## src/rtl/tri_agree_pkg.sv

```systemverilog
package tri_agree_pkg;

    // Bit 2 is the held level; bits 1:0 are the disagreement run.
    typedef enum logic [2:0] {
        ZERO_QUIET  = 3'b000,
        ZERO_DOUBT1 = 3'b001,
        ZERO_DOUBT2 = 3'b010,
        ONE_QUIET   = 3'b100,
        ONE_DOUBT1  = 3'b101,
        ONE_DOUBT2  = 3'b110
    } filt_state_t;

    localparam filt_state_t RESET_STATE = ONE_QUIET;
    localparam logic        RESET_LEVEL = 1'b1;

endpackage

```

## src/rtl/tri_agree_next.sv

```systemverilog
module tri_agree_next
    import tri_agree_pkg::*;
(
    input  filt_state_t cur_state,
    input  logic        sample_en,
    input  logic        raw_in,
    output filt_state_t nxt_state
);

    always_comb begin
        nxt_state = cur_state;
        if (sample_en) begin
            unique case (cur_state)
                ONE_QUIET:   nxt_state = raw_in ? ONE_QUIET  : ONE_DOUBT1;
                ONE_DOUBT1:  nxt_state = raw_in ? ONE_QUIET  : ONE_DOUBT2;
                ONE_DOUBT2:  nxt_state = raw_in ? ONE_QUIET  : ZERO_QUIET;
                ZERO_QUIET:  nxt_state = raw_in ? ZERO_DOUBT1 : ZERO_QUIET;
                ZERO_DOUBT1: nxt_state = raw_in ? ZERO_DOUBT2 : ZERO_QUIET;
                ZERO_DOUBT2: nxt_state = raw_in ? ONE_QUIET   : ZERO_QUIET;
                default:     nxt_state = RESET_STATE;
            endcase
        end
    end

endmodule

```

## src/rtl/tri_agree_level.sv

```systemverilog
module tri_agree_level
    import tri_agree_pkg::*;
(
    input  filt_state_t state,
    output logic        level
);

    always_comb begin
        unique case (state)
            ONE_QUIET, ONE_DOUBT1, ONE_DOUBT2:    level = 1'b1;
            ZERO_QUIET, ZERO_DOUBT1, ZERO_DOUBT2: level = 1'b0;
            default:                              level = RESET_LEVEL;
        endcase
    end

endmodule

```

## src/rtl/tri_agree_filter.sv

```systemverilog
module tri_agree_filter
    import tri_agree_pkg::*;
(
    input  logic clk,
    input  logic rst,
    input  logic sample_en,
    input  logic raw_in,
    output logic filt_out,
    output logic change_pulse
);

    filt_state_t state_q;
    filt_state_t state_d;
    logic        level_d;

    tri_agree_next u_next (
        .cur_state (state_q),
        .sample_en (sample_en),
        .raw_in    (raw_in),
        .nxt_state (state_d)
    );

    tri_agree_level u_level (
        .state (state_d),
        .level (level_d)
    );

    // State register
    always_ff @(posedge clk) begin
        if (rst) begin
            state_q <= RESET_STATE;
        end else begin
            state_q <= state_d;
        end
    end

    // Output register: level and change pulse land in the same cycle
    always_ff @(posedge clk) begin
        if (rst) begin
            filt_out     <= RESET_LEVEL;
            change_pulse <= 1'b0;
        end else begin
            filt_out     <= level_d;
            change_pulse <= (level_d != filt_out);
        end
    end

endmodule

```

## config.mk

```make
export PLATFORM = sky130hd
export DESIGN_NAME = tri_agree_filter
export DESIGN_NICKNAME = d
export VERILOG_FILES = /design/src/rtl/tri_agree_pkg.sv /design/src/rtl/tri_agree_next.sv /design/src/rtl/tri_agree_level.sv /design/src/rtl/tri_agree_filter.sv
export SDC_FILE = /design/constraint.sdc
export NUM_CORES = 1
export LEC_CHECK = 0
export BUFFER_PORTS_ARGS = -buffer_cell sky130_fd_sc_hd__buf_2
export CORE_AREA = 2 2 39 41
export CTS_CLUSTER_SIZE = 24
export DETAILED_ROUTE_END_ITERATION = 6
export DIE_AREA = 0 0 41 43
export GPL_TIMING_DRIVEN = 0
export PLACE_DENSITY = 0.32
export SLEW_MARGIN = 20
export SYNTH_ARGS = -nofsm -noshare
export SYNTH_HDL_FRONTEND = slang
export SYNTH_SLANG_ARGS = --single-unit
```

## constraint.sdc

```tcl
create_clock -name clk -period 1.5 [get_ports clk]
set_input_delay 0.3 -clock clk [delete_from_list [all_inputs] [get_ports clk]]
set_output_delay 0.3 -clock clk [all_outputs]
set_load 0.05 [all_outputs]
```

==> reports/metrics.csv <==
metric,value,unit
status,"finished, final reports clean",
io pins,6,
placed cells,43,
clk sinks,5,
vias per cell,4.043,
Yosys warnings,0,
non-filler cells in the finished layout,47,
"antenna viol nets, final",0,
Final GP Congestion,0.6744,
crit-path cells,"and4bb_1, a21oi_2, mux2_4",
"Worst Path Class, Setup",reg -> reg,
postcts setup bufs,0,
initial antenna violation count,0,
floorplan core area,1384,sq um
Logic pwr share,6.0,%
Remaining DRCs,0,
worst vdd ir,399.2,uV
"Min Clock Period, post-route",1168,ps
GRT Total Usage,7.222,%
Worst Skew,4.577,ps
worst-case reg-to-reg path depth,3,
Overflow after GRT,0,
# H-tree levels,1,
Worst-path clk slew,50,ps
Num CTS Buffers,3,
setup slack at placement,279.0,ps
worst setup margin,332.4,ps
r2r endpoint,change_pulse,
Initial DRC Count,4,
# fillers,157,
Critical Path Start,state_q[0],
internal power,246.7,uW
IO buf count,5,
clock tree buffer depth,2,
Layout Nets,36,
switching share of power,23.40,%
Top delay family on crit path,flip-flops,
synth unique cells,15,
Levels on crit path,3,
DRT Wirelength,445,microns
share of layout cells above drive strength 1,35.48,%
Buf/Inv on CP,0,
Max-cap violations,0,
largest net degree at the start of global routing,8,
fin. max-slew vios,0,
Worst Max-Slew Pin Slew,249.4,ps
Worst path slowest cell,dfxtp_1,
crit share post-route,77.84,%
slew margin rel.,83.49,%
Worst setup EP type,register,
fmax,856.5,MHz
TNS Setup,0,ps
reg2reg start,state_q[0],
Hold Crit Depth,2,
Switch Pwr,75.38,uW
Min-Delay Endpoint,state_q[1],
RSZ-0062 raised after global routing,false,
area delta synth->final,31.67,%
worst hold-check path type,in -> reg,
"Seq/Total Area, Yosys",44.44,%
starting density of the core,16.27,%
area post-placement,270.3,sq um
Die W,41,microns
CTS root buf,clkbuf_4,
hold buffers post-CTS,0,
Cells after Synth,22,
Crit Path Max Fanout,5,
final hold vios,0,
"Design Area, Final",296.5,sq um
Cell Rows,14,
first-pass GRT wire length,731,microns
PwrDens,1086,nW/um^2
clock insertion delay at the later pin of the skew report,250,ps
Seq cells post-synth,5,
Avg WL per Cell,9.468,microns
Post-CTS Resized,0,
CTS tree,built,
number of global-route vias before repair,161,
final count of negative-setup-slack endpoints,0,
CP peak stage delay,380,ps
syn nets,26,
CP required,1640,ps
Clock Power Share,50.9,%
Flop pwr share,43.1,%
router iterations before antenna repair,3,
Avg Synthesized Cell Area,10.24,sq um
Worst Hold Launch,rst,
startpoint class of the critical path,register,
Die ar.,1763,sq um
Leak,0.0001275,uW
arrival time worst endpoint,1310,ps
DR vias,190,
Antenna diodes,0,
Die Y-Extent,43,microns
R2R setup slack,330,ps
Mapped Area,225.2,sq um
[power groups by stage]
stage	combinational, uW	sequential [uW]	clock, uW
4_1_cts	19.6	138	175
3_5_place_dp	19.6	141	0
3_3_place_gp	19.2	141	0
5_1_grt	21.8	139	184
2_1_floorplan	9.03	142	0
6_report	19.3	139	164
[registers in the layout, indices dropped and copies added (netlist names)]
name and cells:
state_q 3, change_pulse 1, filt_out 1
[logic make-up (layout without fill, tap and decap cells)]
group / Yosys count / in the layout / synth area share (%)
xor+xnor: 1 / 1 / 3.890
mux: 1 / 1 / 6.665
flops: 5 / 5 / 44.45
buf+inv: 1 / 10 / 1.665
compound gates: 6 / 6 / 16.11
simple gates: 8 / 8 / 27.22
[worst max path at each step]
| stage | to | slack [ps] |
|---|---|---|
| 2_1_floorplan | change_pulse | 410 |
| 3_3_place_gp | change_pulse | 280 |
| 3_5_place_dp | change_pulse | 280 |
| 4_1_cts | filt_out | 330 |
| 5_1_grt | change_pulse | 300 |
| 6_report | change_pulse | 330 |
[Yosys cell counts, drive strengths merged]
master / number / share of area, %
dfxtp: 5 / 44
a21oi: 4 / 11
nand2b: 2 / 5.6
and4bb: 1 / 5.6
inv: 1 / 1.7
mux2: 1 / 6.7
nand4b: 1 / 3.9
nand4bb: 1 / 5.0
nor2: 1 / 1.7
nor2b: 1 / 2.8
o21ai: 1 / 2.2
o21bai: 1 / 3.3
or2: 1 / 2.8
xor2: 1 / 3.9
[per-stage QoR]
step | utilization (%) | hold WS [ps] | power [uW]
floorplan | - | 369.1 | 151.0
global placement | 19.53 | 496.7 | 160.3
detailed placement | 19.53 | 509.6 | 160.8
CTS | 21.43 | 276.7 | 333.3
global route | 21.43 | 284.1 | 345.0
finish | 21.43 | 279.9 | 322.1
[cells in the final DEF (no fill, tap or decap)]
master / count
dfxtp_1: 5
nor2_1: 1
o21ai_0: 1
or2_2: 1
clkbuf_1: 1
nand4b_1: 1
o21bai_1: 1
nand4bb_1: 1
clkbuf_4: 3
nor2b_1: 1
inv_1: 1
xor2_1: 1
a21oi_1: 3
a21oi_2: 1
buf_2: 5
nand2b_1: 2
and4bb_1: 1
mux2_4: 1
[final cells by class]
cell class,instances,area [sq um],area share (%)
well taps,16,20.02,6.751
repair buffers,5,25.02,8.439
inverters,1,3.754,1.266
multi-input cells,16,121.4,40.93
flip-flops and latches,5,100.1,33.76
clock buffers,4,26.28,8.861
[routing by layer]
metal	vias up	global-route usage, %	wire length, microns
met3	0	9.948	68
met2	9	7.813	196
met1	84	7.051	181
li1	97	-	-
met4	0	4.000	0
met5	-	0	0
No activity file was read; power rests on OpenSTA's default activity.
